$ cat src/rtl/xbar_pkg.sv
package xbar_pkg;
  localparam int BYTE_W   = 8;
  localparam int SEL_W    = 5;
  localparam int GAIN_W   = 2;
  localparam int MAX_IN   = 32;

  typedef struct packed {
    logic              en;
    logic [GAIN_W-1:0] gain;
    logic [SEL_W-1:0]  sel;
  } out_ctl_t;

  // Select code to one-hot: codes 1..n_in pick a bit, anything else is empty.
  function automatic logic [MAX_IN-1:0] code_to_onehot(input logic en,
                                                       input logic [SEL_W-1:0] code,
                                                       input int n_in);
    logic [MAX_IN-1:0] v;
    v = '0;
    if (en && code != '0 && int'(code) <= n_in)
      v[int'(code) - 1] = 1'b1;
    return v;
  endfunction
endpackage

$ cat src/rtl/xbar_i2c_wr.sv
module xbar_i2c_wr #(
  parameter logic [7:0] ADDR_LO = 8'h06,
  parameter logic [7:0] ADDR_HI = 8'h86
) (
  input  logic       clk,
  input  logic       rst_n,
  input  logic       scl_i,
  input  logic       sda_i,
  input  logic       addr_sel,
  output logic       sda_oe,
  output logic       wr_stb,
  output logic [7:0] wr_sub,
  output logic [7:0] wr_data,
  output logic       scl_sync,
  output logic       start_det,
  output logic       stop_det
);
  typedef enum logic [1:0] {ST_IDLE, ST_RX, ST_ACK} st_t;

  logic [2:0] scl_p, sda_p;
  logic       scl_s, scl_d, sda_s, sda_d;
  logic       scl_rise, scl_fall, byte_done, addr_match;
  logic [7:0] shreg, dev_addr;
  logic [3:0] bitcnt;
  logic [1:0] idx;
  st_t        state;

  always_ff @(posedge clk or negedge rst_n) begin
    if (!rst_n) begin
      scl_p <= 3'b111;
      sda_p <= 3'b111;
    end else begin
      scl_p <= {scl_p[1:0], scl_i};
      sda_p <= {sda_p[1:0], sda_i};
    end
  end

  assign scl_s      = scl_p[1];
  assign scl_d      = scl_p[2];
  assign sda_s      = sda_p[1];
  assign sda_d      = sda_p[2];
  assign scl_sync   = scl_s;
  assign scl_rise   = scl_s & ~scl_d;
  assign scl_fall   = ~scl_s & scl_d;
  assign start_det  = scl_s & scl_d & sda_d & ~sda_s;
  assign stop_det   = scl_s & scl_d & ~sda_d & sda_s;
  assign dev_addr   = addr_sel ? ADDR_HI : ADDR_LO;
  assign addr_match = (shreg == dev_addr);
  assign byte_done  = (state == ST_RX) && scl_fall && (bitcnt == 4'd8);

  always_ff @(posedge clk or negedge rst_n) begin
    if (!rst_n) begin
      state   <= ST_IDLE;
      shreg   <= '0;
      bitcnt  <= '0;
      idx     <= '0;
      sda_oe  <= 1'b0;
      wr_stb  <= 1'b0;
      wr_sub  <= '0;
      wr_data <= '0;
    end else begin
      wr_stb <= 1'b0;
      if (start_det) begin
        state  <= ST_RX;
        idx    <= '0;
        bitcnt <= '0;
        sda_oe <= 1'b0;
      end else if (stop_det) begin
        state  <= ST_IDLE;
        sda_oe <= 1'b0;
      end else begin
        case (state)
          ST_RX: begin
            if (scl_rise) begin
              shreg  <= {shreg[6:0], sda_s};
              bitcnt <= bitcnt + 4'd1;
            end else if (byte_done) begin
              bitcnt <= '0;
              if (idx == 2'd0 && !addr_match) begin
                state <= ST_IDLE;
              end else begin
                if (idx == 2'd1) wr_sub  <= shreg;
                if (idx == 2'd2) wr_data <= shreg;
                state  <= ST_ACK;
                sda_oe <= 1'b1;
              end
            end
          end
          ST_ACK: begin
            if (scl_fall) begin
              sda_oe <= 1'b0;
              if (idx == 2'd2) begin
                wr_stb <= 1'b1;
                state  <= ST_IDLE;
              end else begin
                idx   <= idx + 2'd1;
                state <= ST_RX;
              end
            end
          end
          default: ;
        endcase
      end
    end
  end
endmodule

$ cat src/rtl/xbar_regfile.sv
module xbar_regfile
  import xbar_pkg::*;
#(
  parameter int         N_IN       = 12,
  parameter int         N_OUT      = 9,
  parameter logic [7:0] CLAMP_BASE = 8'h1D
) (
  input  logic                  clk,
  input  logic                  rst_n,
  input  logic                  wr_stb,
  input  logic [7:0]            wr_sub,
  input  logic [7:0]            wr_data,
  output out_ctl_t [N_OUT-1:0]  ctl,
  output logic [N_IN-1:0]       clamp
);
  for (genvar k = 0; k < N_OUT; k++) begin : g_out
    always_ff @(posedge clk or negedge rst_n) begin
      if (!rst_n)
        ctl[k] <= '0;
      else if (wr_stb && wr_sub == 8'(k + 1))
        ctl[k] <= out_ctl_t'(wr_data);
    end
  end

  for (genvar i = 0; i < N_IN; i++) begin : g_clamp
    localparam logic [7:0] BANK = CLAMP_BASE + 8'(i / 8);
    always_ff @(posedge clk or negedge rst_n) begin
      if (!rst_n)
        clamp[i] <= 1'b0;
      else if (wr_stb && wr_sub == BANK)
        clamp[i] <= wr_data[i % 8];
    end
  end
endmodule

$ cat src/rtl/xbar_route_decode.sv
module xbar_route_decode
  import xbar_pkg::*;
#(
  parameter int N_IN  = 12,
  parameter int N_OUT = 9
) (
  input  out_ctl_t [N_OUT-1:0]       ctl,
  output logic [N_OUT-1:0]           out_en,
  output logic [N_OUT*GAIN_W-1:0]    out_gain,
  output logic [N_OUT*N_IN-1:0]      out_sel
);
  for (genvar k = 0; k < N_OUT; k++) begin : g_dec
    logic [MAX_IN-1:0] hot;
    assign hot                            = code_to_onehot(ctl[k].en, ctl[k].sel, N_IN);
    assign out_en[k]                      = ctl[k].en;
    assign out_gain[k*GAIN_W +: GAIN_W]   = ctl[k].gain;
    assign out_sel[k*N_IN +: N_IN]        = hot[N_IN-1:0];
    if (N_IN < MAX_IN) begin : g_unused
      logic unused_hi;
      assign unused_hi = |hot[MAX_IN-1:N_IN];
    end
  end
endmodule

$ cat src/rtl/xbar_ctl_regs.sv
module xbar_ctl_regs
  import xbar_pkg::*;
#(
  parameter int         N_IN       = 12,
  parameter int         N_OUT      = 9,
  parameter logic [7:0] ADDR_LO    = 8'h06,
  parameter logic [7:0] ADDR_HI    = 8'h86,
  parameter logic [7:0] CLAMP_BASE = 8'h1D
) (
  input  logic                    clk,
  input  logic                    rst_n,
  input  logic                    scl_i,
  input  logic                    sda_i,
  input  logic                    addr_sel,
  output logic                    sda_oe,
  output logic [N_OUT-1:0]        out_en,
  output logic [N_OUT*GAIN_W-1:0] out_gain,
  output logic [N_OUT*N_IN-1:0]   out_sel,
  output logic [N_IN-1:0]         clamp_sel
);
  logic                 wr_stb, scl_sync, start_det, stop_det;
  logic [7:0]           wr_sub, wr_data;
  out_ctl_t [N_OUT-1:0] ctl;

  xbar_i2c_wr #(.ADDR_LO(ADDR_LO), .ADDR_HI(ADDR_HI)) u_bus (
    .clk(clk), .rst_n(rst_n), .scl_i(scl_i), .sda_i(sda_i), .addr_sel(addr_sel),
    .sda_oe(sda_oe), .wr_stb(wr_stb), .wr_sub(wr_sub), .wr_data(wr_data),
    .scl_sync(scl_sync), .start_det(start_det), .stop_det(stop_det)
  );

  xbar_regfile #(.N_IN(N_IN), .N_OUT(N_OUT), .CLAMP_BASE(CLAMP_BASE)) u_regs (
    .clk(clk), .rst_n(rst_n), .wr_stb(wr_stb), .wr_sub(wr_sub), .wr_data(wr_data),
    .ctl(ctl), .clamp(clamp_sel)
  );

  xbar_route_decode #(.N_IN(N_IN), .N_OUT(N_OUT)) u_dec (
    .ctl(ctl), .out_en(out_en), .out_gain(out_gain), .out_sel(out_sel)
  );
endmodule

$ cat config.mk
export PLATFORM = sky130hd
export DESIGN_NAME = xbar_ctl_regs
export DESIGN_NICKNAME = d
export VERILOG_FILES = /design/src/rtl/xbar_pkg.sv /design/src/rtl/xbar_i2c_wr.sv /design/src/rtl/xbar_regfile.sv /design/src/rtl/xbar_route_decode.sv /design/src/rtl/xbar_ctl_regs.sv
export SDC_FILE = /design/constraint.sdc
export NUM_CORES = 1
export LEC_CHECK = 0
export BUFFER_PORTS_ARGS = -buffer_cell sky130_fd_sc_hd__buf_2
export CAP_MARGIN = 20
export CORE_ASPECT_RATIO = 1.4
export CORE_UTILIZATION = 30
export CTS_CLUSTER_SIZE = 8
export DETAILED_ROUTE_END_ITERATION = 16
export PLACE_DENSITY = 0.53
export SYNTH_ARGS = -nofsm -noshare
export SYNTH_HDL_FRONTEND = slang
export SYNTH_HIERARCHICAL = 1
export SYNTH_SLANG_ARGS = --single-unit
$ cat constraint.sdc
create_clock -name clk -period 2.47 [get_ports clk]
set_clock_uncertainty 0.2 [all_clocks]
set_input_delay 0.247 -clock clk [delete_from_list [all_inputs] [get_ports clk]]
set_output_delay 0.247 -clock clk [all_outputs]
set_load 0.02 [all_outputs]
==> results of run 1 <==
[worst max-delay path by stage]
stage	start	end	slack (ns)
after detailed placement	u_bus/wr_sub[5]	u_regs/ctl[7]	0.1
after global placement	u_bus/wr_sub[5]	u_regs/ctl[25]	0.15
after CTS	u_bus/wr_sub[5]	u_regs/ctl[7]	0.09
after global routing	u_bus/wr_sub[5]	u_regs/ctl[6]	0.06
after floorplan	u_bus/wr_sub[5]	u_regs/ctl[0]	0.18
final	u_bus/wr_sub[5]	u_regs/ctl[7]	0.12
[state kept, by name, indices dropped and copies added, names as in the netlist, 2 cells and up]
register and count:
u_regs/ctl 72, u_bus/idx 2, u_bus/shreg 8, u_bus/scl_p 3, u_regs/clamp 12, u_bus/sda_p 3, u_bus/wr_data 8, u_bus/state 2
u_bus/bitcnt 4, u_bus/wr_sub 8
[what timing repair did]
item	in CTS	in global routing
hold buffers	3	0
endpoints found under the hold margin	44	0
setup buffers	0	0
[cell families (layout without fill, tap and decap cells)]
| logic type | after synthesis | after routing |
|---|---|---|
| buf+inv | 57 | 213 |
| flops | 124 | 124 |
| compound gates | 19 | 19 |
| fa+ha+maj | 7 | 7 |
| xor+xnor | 1 | 1 |
| mux | 102 | 102 |
| simple gates | 251 | 251 |
[worst max-delay path, delay by kind of cell, from the launching register on]
kind | cells | cell delay [ns]
buffers and inverters | 1 | 0.20
DFF | 1 | 0.39
muxes | 1 | 0.31
and+or+nand+nor | 2 | 1.14
[metrics by stage]
| stage | util (%) | cells | worst slack [ns] | power (mW) | hold slack, ns |
|---|---|---|---|---|---|
| after floorplan | - | 561 | 0.183 | 2.42 | -0.249 |
| after global placement | 35.4 | 975 | 0.146 | 2.55 | 0.115 |
| after detailed placement | 35.4 | 975 | 0.0994 | 2.57 | 0.128 |
| after CTS | 38.5 | 1009 | 0.0947 | 5.22 | 0.155 |
| after global routing | 38.5 | 1009 | 0.0604 | 5.35 | 0.159 |
| final | 38.5 | 1009 | 0.121 | 5.15 | 0.154 |
[layout make-up]
type                       count  area, um2
inverter                      10       37.5
clock inverter                11        166
sequential                   124       3110
multi-input combinational    380       3130
fill                        2074      13100
tap                          292        365
timing repair buffer         172        946
clock buffer                  20        467
[cell usage in the layout (no fill, tap or decap), types with 4 or more instances in the layout]
master	count
sky130_fd_sc_hd__buf_2	151
sky130_fd_sc_hd__buf_4	16
sky130_fd_sc_hd__bufinv_16	4
sky130_fd_sc_hd__clkbuf_16	17
sky130_fd_sc_hd__dfrtp_1	118
sky130_fd_sc_hd__dfstp_2	6
sky130_fd_sc_hd__ha_1	7
sky130_fd_sc_hd__inv_1	10
sky130_fd_sc_hd__mux2_2	60
sky130_fd_sc_hd__mux2_4	40
sky130_fd_sc_hd__nand2_1	43
sky130_fd_sc_hd__nand2b_1	14
sky130_fd_sc_hd__nand3_1	4
sky130_fd_sc_hd__nand3b_1	9
sky130_fd_sc_hd__nand4b_1	11
sky130_fd_sc_hd__nand4bb_1	11
sky130_fd_sc_hd__nor2_1	49
sky130_fd_sc_hd__nor3_1	32
sky130_fd_sc_hd__nor3b_1	9
sky130_fd_sc_hd__nor4_1	20
sky130_fd_sc_hd__nor4b_1	7
sky130_fd_sc_hd__o21ai_0	7
sky130_fd_sc_hd__or4b_1	6
[routing by layer]
| layer | wire [um] | share of wire (%) | GRT usage [%] | vias up |
|---|---|---|---|---|
| li1 | - | - | - | 2295 |
| met1 | 6420 | 41 | 16.1 | 2432 |
| met2 | 8400 | 54 | 25.4 | 106 |
| met5 | 0 | 0 | 0 | - |
| met3 | 508 | 3.3 | 3.53 | 19 |
| met4 | 268 | 1.7 | 5.95 | 0 |
[power breakdown]
group	total [mW]	switching [mW]	internal (mW)
clock network	2.61	0.857	1.76
registers	2.20	0.0891	2.11
logic	0.333	0.196	0.136
total	5.15	1.14	4.01
==> run summary, run 1 <==
The run finished with clean final reports. Critical register-to-register path endpoint: u_regs/ctl[7]. The synthesized netlist devotes 1.33% of its cell area to adder and majority cells.

The tightest min-delay check is of the reg -> reg type. The worst setup slack for register-to-register paths came out at 0.12 ns. Ranked by instance count, the synthesized netlist is headed by sky130_fd_sc_hd__dfrtp_1 (118), sky130_fd_sc_hd__mux2_2 (60), sky130_fd_sc_hd__nor2_1 (49).

For this run, the slowest stage of the critical path takes 0.64 ns. The die covers 22,600 um2. The number of core rows was 63; the post-detailed-route wirelength per cell was 15.5 um. The tools report the startpoint of the most critical register-to-register path as u_bus/wr_sub[5]. The synthesized design devotes to its leading area cell type 44.7% of total area. For this design the static power due to leakage is 4.11 nW. The number of antenna-violating nets in the routed design was 0. Counting every sink on the clock net gives 124. The core region is 21,400 um2. Counting along the longest clock path gives a buffer depth of 2. The basic-gate share of the synthesized area counting and, or, nand and nor cells was 24.3%.

For this design the ratio of total power to cell area is 626 nW/um2. The multiplexer fraction of the synthesized cell area was 19.6%; the largest voltage drop on the vdd net was 0.396 mV. The logs give 4,852 for the via count of the routed design and 0 for the number of antenna violations at the first check in global routing. Buffers inserted during clock tree synthesis total 17.

The first detailed-routing pass took 4 iterations. For the timing-limited maximum frequency, the log shows 426 MHz. After synthesis, the largest family of logic cells by area is simple AND/OR/NAND/NOR gates. The congestion estimate from routability-driven global placement came to 0.806.

STA puts the critical path data arrival time at 2.44 ns. Global routing consumed, over all layers together, 14.3% of the routing resources. The height of the die works out to 178 um. The cell at the slowest stage of the critical path is sky130_fd_sc_hd__or4_4. Once the clock tree was built, the resizer swapped 0 gates to a different size.

At the pin with the least slew margin, the transition time is 0.682 ns. The total cell area at the placement stage was 7560 um2. The tool flagged a number of max-cap violations equal to 0.

For the net count of the finished layout, the log shows 717. The kind of critical path is reg -> reg. The worst hold path was traced through 0 stages.

In the synthesized netlist, the number of instances is 561. Among all flip-flop cells after synthesis, the most frequent one is sky130_fd_sc_hd__dfrtp_1. Relative area change from synthesis to final layout: 24.5%. The cell type with the highest aggregate area in the netlist was sky130_fd_sc_hd__dfrtp_1.

Port buffering added 152 buffers. Counting cells, the worst reg-to-reg path comes to 4. The logs give 573 for the net count of the mapped netlist and 153 for the top-level I/O count. Global routing finished with a remaining overflow of 0.

The number of warnings issued by yosys came out at 6. Setup repair after global routing left no endpoint under its margin. The endpoint kind of the worst setup timing path was a register.

In the final timing run, aggregate negative setup slack is 0 ns. Share of flip-flops with an asynchronous set or reset: 100%. For this run, design rule violations remaining after detail routing come to 0.

After routing the design area is 8230 um2. The startpoint identified for the worst hold timing path is u_bus/sda_p[0]. The logs give 30.9% for the initial cell density of the core and 0 for the max-slew violation count. Yosys mapped the design onto 54 distinct sky130hd cell types. Along the worst path, the maximum fanout reaches 9. The first global-routing pass estimated 25,000 um of wire. The worst pin sits at a relative slew slack of 54.5%.

The compound-gate portion of the synthesized area is 1.99%. Of the cells placed in the final design, the portion with a size suffix greater than 1 is 45.6%. The final layout contains routed wiring with a total length of 15,600 um. Endpoint required time on the critical path: 2.56 ns. TritonCTS built the clock tree. The logs give 51 for the maximum number of pins on one net before global-route repair and 0 for the count of final setup violators. The startpoint type of the worst setup path is a register. The number of diodes was 0; the total standard cell area after synthesis was 6610 um2.

Of the synthesized area, sequential elements account for 47.1%. The tools report the maximum level of the CTS H-tree as 4. Measured along the x axis, the die boundary spans 127 um. Dividing the synthesized area by the synthesized cell count gives 11.8 um2.

The portion of the clock cycle consumed by the worst path in the final layout is 95.1%, and the mean number of vias per cell is 4.81. After clock tree synthesis, the clock-pin slew on the worst setup and hold paths is 0.06 ns. The most repeated cell in the gate-level netlist after synthesis is sky130_fd_sc_hd__dfrtp_1. After legalization and detailed placement, the total HPWL measured 11,400 um.

The signal on the critical path passes through or4_4 -> or4_1 -> buf_4 -> mux2_4. For the finished layout, the period the worst path requires is 2.35 ns. The run gives 0 as the final-report hold violation count. For the number of global-route vias before repair, the log shows 4,774. The count of state elements after synthesis is 124.

The tools report the cell chosen for the clock root as sky130_fd_sc_hd__clkbuf_16. The path with the worst hold slack has its endpoint at u_bus/sda_p[1]. The insertion delay to the later sink of the worst-skew pair is 0.41 ns, and the xor/xnor share of the synthesized area is 0.133%. The synthesized design contains 0 enable-type register cells. Ranked by total cell area, the synthesized netlist is headed by sky130_fd_sc_hd__dfrtp_1 (45%), sky130_fd_sc_hd__mux2_2 (10%), sky130_fd_sc_hd__mux2_4 (9.1%), sky130_fd_sc_hd__buf_4 (3.1%), sky130_fd_sc_hd__nor2_1 (2.8%). After the first detailed-routing iteration, the DRC count stood at 255.
No activity file was read; power rests on OpenSTA's default activity.
==> run 2: changes to the inputs <==
- CORE_UTILIZATION: 30 -> 50
- PLACE_DENSITY: 0.53 -> 0.78
==> run summary, run 2 (synthesized netlist as in run 1, its figures left out) <==
The tree is rooted in a sky130_fd_sc_hd__clkbuf_16. The global-route congestion overflow total came out at 0 (unchanged). The total of fill cells in the finished design was 952 (-54%). The number of flip-flops in the largest register was 72 (unchanged). The slew at the pin with the worst max-slew slack was 0.639 ns (-0.0431 ns); the top-level I/O count was 153 (unchanged).

For the overall fraction of global-route tracks in use, the log shows 22.1% (+7.8 points). The total of max-cap violations was 0 (unchanged); the worst-case headroom to the max-slew limit was 57.4% (+2.9 points). The run gives 125 (+150%) as the maximum number of pins on one net before global-route repair. The portion of the clock cycle consumed by the worst path in the final layout was 96.5% (+1.5 points); the insertion delay to the later sink of the worst-skew pair was 0.40 ns (about the same). Wire length of the first global-routing pass: 23,900 um (-4.5%). The logs give 17 (unchanged) for the TritonCTS buffer count and 4,892 (+0.82%) for the via count of the routed design.

The number of antenna-violating nets in the routed design was 0 (unchanged). The maximum fanout count along the critical path is 9 (unchanged). The height of the die came out at 138 um (-22%). Setup repair after global routing left no endpoint under its margin. The number of antenna violations at the first check in global routing is 0 (unchanged), and the number of design rule violations left after detail routing is 0 (unchanged). Routability congestion estimate from global placement: 0.779 (-3.3%). The mean number of vias per cell came out at 5.66 (+18%). Total negative slack: 0 ns (unchanged). In the layout the commonest cells are sky130_fd_sc_hd__buf_2 (151), sky130_fd_sc_hd__dfrtp_1 (118), sky130_fd_sc_hd__mux2_2 (60).

The logs give 12,900 um2 (-40%) for the core region area and 712 (-0.70%) for the net count of the finished layout. The post-DP HPWL was 9960 um (-13%); the total wire length after detailed routing was 14,600 um (-6.7%). The leading cell type in the layout, fill and taps excluded is sky130_fd_sc_hd__buf_2.

The initial cell density of the core came out at 51.3% (+20 points). In this run the worst hold path is classified as reg -> reg. The number of core rows is 49 (-22%). Number of violations reported at the end of detailed-routing iteration 0: 275 (+7.8%). Family with the most delay on the worst path: simple AND/OR/NAND/NOR gates.

The critical path goes through or4_4 -> or4_1 -> buf_4 -> mux2_4. The max-slew violation count was 0 (unchanged). The logs give 6000 um (-6.6%) for the wire length on met1 and 3110 um2 (unchanged) for the area used by sequential logic in the layout.

Number of iterations in the first detailed-routing pass: 7 (+3). The number of diodes is 0 (unchanged), and the number of clock sinks is 124 (unchanged). Count of buffer and inverter cells on the critical path: 1 (unchanged).

The clock slew seen by the registers of the worst setup and hold paths works out to 0.05 ns (about the same). The largest registers in the layout are u_regs/ctl x72, u_regs/clamp x12. The number of I/O port buffers is 152 (unchanged), and the leakage power is 4.06 nW (-1.2%).

The number of global-route vias before repair is 4,740 (-0.71%), and the number of buffers inserted to repair setup after CTS is 0 (unchanged). The flow ran to the end, and the final reports show no timing, DRC or antenna violations. The placed instance count was 831 (-15%). For the maximum level of the CTS H-tree, the log shows 4 (unchanged).

For this design, the slowest cell found on the critical path is sky130_fd_sc_hd__or4_4. The tools report the worst hold-check slack as 0.156 ns (+0.00205 ns). TritonCTS built the clock tree.

For the length of routed met3 wiring, the log shows 489 um (-3.7%). For the endpoint required time on the critical path, the log shows 2.55 ns (about the same). The highest metal layer used by the detailed router is met4. The tools report the full die area as 13,700 um2 (-40%). The kind of critical path was reg -> reg. The post-detailed-route wirelength per cell is 16.8 um (+8.9%), and the time the worst path needs with I/O delays and setup is 2.38 ns (+0.0360 ns). For the maximum buffer depth of the clock tree, the log shows 2 (unchanged).

The worst setup slack for register-to-register paths is 0.09 ns (-0.04 ns), and the relative area change from synthesis to final layout is 20.1%. The share of layout cells above drive strength 1 works out to 45.0% (-0.60 points). The logs give 0 (unchanged) for the final-report hold violation count and 2.46 ns (+0.02 ns) for the worst endpoint data arrival time. The startpoint type of the worst setup path was a register. The run gives 0 (unchanged) as the count of final setup violators.

The total length of routed met2 wires was 7800 um (-7.1%); the delay of the slowest critical-path stage was 0.64 ns (about the same). The total power divided by cell area is 615 nW/um2 (-1.7%), and the multi-input logic area is 3140 um2 (+0.12%). The tools report the endpoint kind of the worst setup timing path as a register. Counting flops per register, the top entry is u_regs/ctl. The post-layout instance count excluding filler cells was 864 (-14%); the timing-limited maximum frequency was 419 MHz (-1.5%).

The chip width was 99.2 um (-22%); the largest voltage drop on the vdd net was 0.565 mV (+43%).
==> run 2: cell count changes in the layout (fill, tap and decap cells not counted) <==
cell                         previous run  this run
sky130_fd_sc_hd__clkinv_4               1         0
sky130_fd_sc_hd__buf_12                 2         1
sky130_fd_sc_hd__clkinvlp_4             3         1
sky130_fd_sc_hd__or4_1                  3         2
sky130_fd_sc_hd__or4_4                  3         4
sky130_fd_sc_hd__clkbuf_1               0         2
sky130_fd_sc_hd__bufinv_16              4         2
sky130_fd_sc_hd__buf_4                 16        12
sky130_fd_sc_hd__clkinv_2               3         5
==> run 2: worst register-to-register path, stage by stage (launching register included) <==
cell and delay [ns]:
sky130_fd_sc_hd__dfrtp_1 0.39, sky130_fd_sc_hd__or4_4 0.64, sky130_fd_sc_hd__or4_1 0.51, sky130_fd_sc_hd__buf_4 0.20, sky130_fd_sc_hd__mux2_4 0.31
==> run 2: cell type report <==
type | count | area share [%]
multi-input combinational | 380 | 39.5
sequential | 124 | 39.2
timing repair buffer | 167 | 11.3
clock buffer | 22 | 5.97
tap | 153 | 2.41
clock inverter | 8 | 1.17
inverter | 10 | 0.473
==> run 2: power by group <==
| part | internal [mW] | leakage, nW | switching (mW) | total [mW] |
|---|---|---|---|---|
| clock | 1.54 | 0.281 | 0.803 | 2.34 |
| sequential | 2.11 | 1.70 | 0.0877 | 2.20 |
| combinational | 0.136 | 2.08 | 0.203 | 0.339 |
==> run 2: path summary, 6_finish.rpt <==
check | startpoint | end | cells after the start
min | u_bus/scl_p[0] | u_bus/scl_p[1] | 0
max in group asynchronous | rst_n | u_bus/wr_data[5] | 3
max | u_bus/wr_sub[5] | u_regs/ctl[1] | 4
max reg2reg | u_bus/wr_sub[5] | u_regs/ctl[1] | 4
min in group asynchronous | rst_n | u_bus/state[0] | 3
min reg2reg | u_bus/scl_p[0] | u_bus/scl_p[1] | 0
==> run 2: timing repair <==
action	CTS	global route
hold buffers	3	0
setup endpoints to repair	7	0
endpoints found under the hold margin	120	0
gates resized for setup	1	0
==> run 2: stage by stage <==
step / power (mW) / area (um2) / utilization (%) / setup WS [ns]
after floorplan: 2.42 / 6610 / - / 0.183
after global placement: 2.54 / 7340 / 57.0 / 0.0575
after detailed placement: 2.57 / 7340 / 57.0 / 0.00295
after CTS: 4.93 / 7940 / 61.7 / 0.0832
after global routing: 5.08 / 7940 / 61.7 / 0.00480
final: 4.89 / 7940 / 61.7 / 0.0854
==> run 2: per-layer routing <==
layer  global-route usage (%)  vias to the layer above
met5                        0                        -
met1                     25.9                     2435
met2                     39.2                      145
met4                     8.67                        0
li1                         -                     2289
met3                     4.70                       23
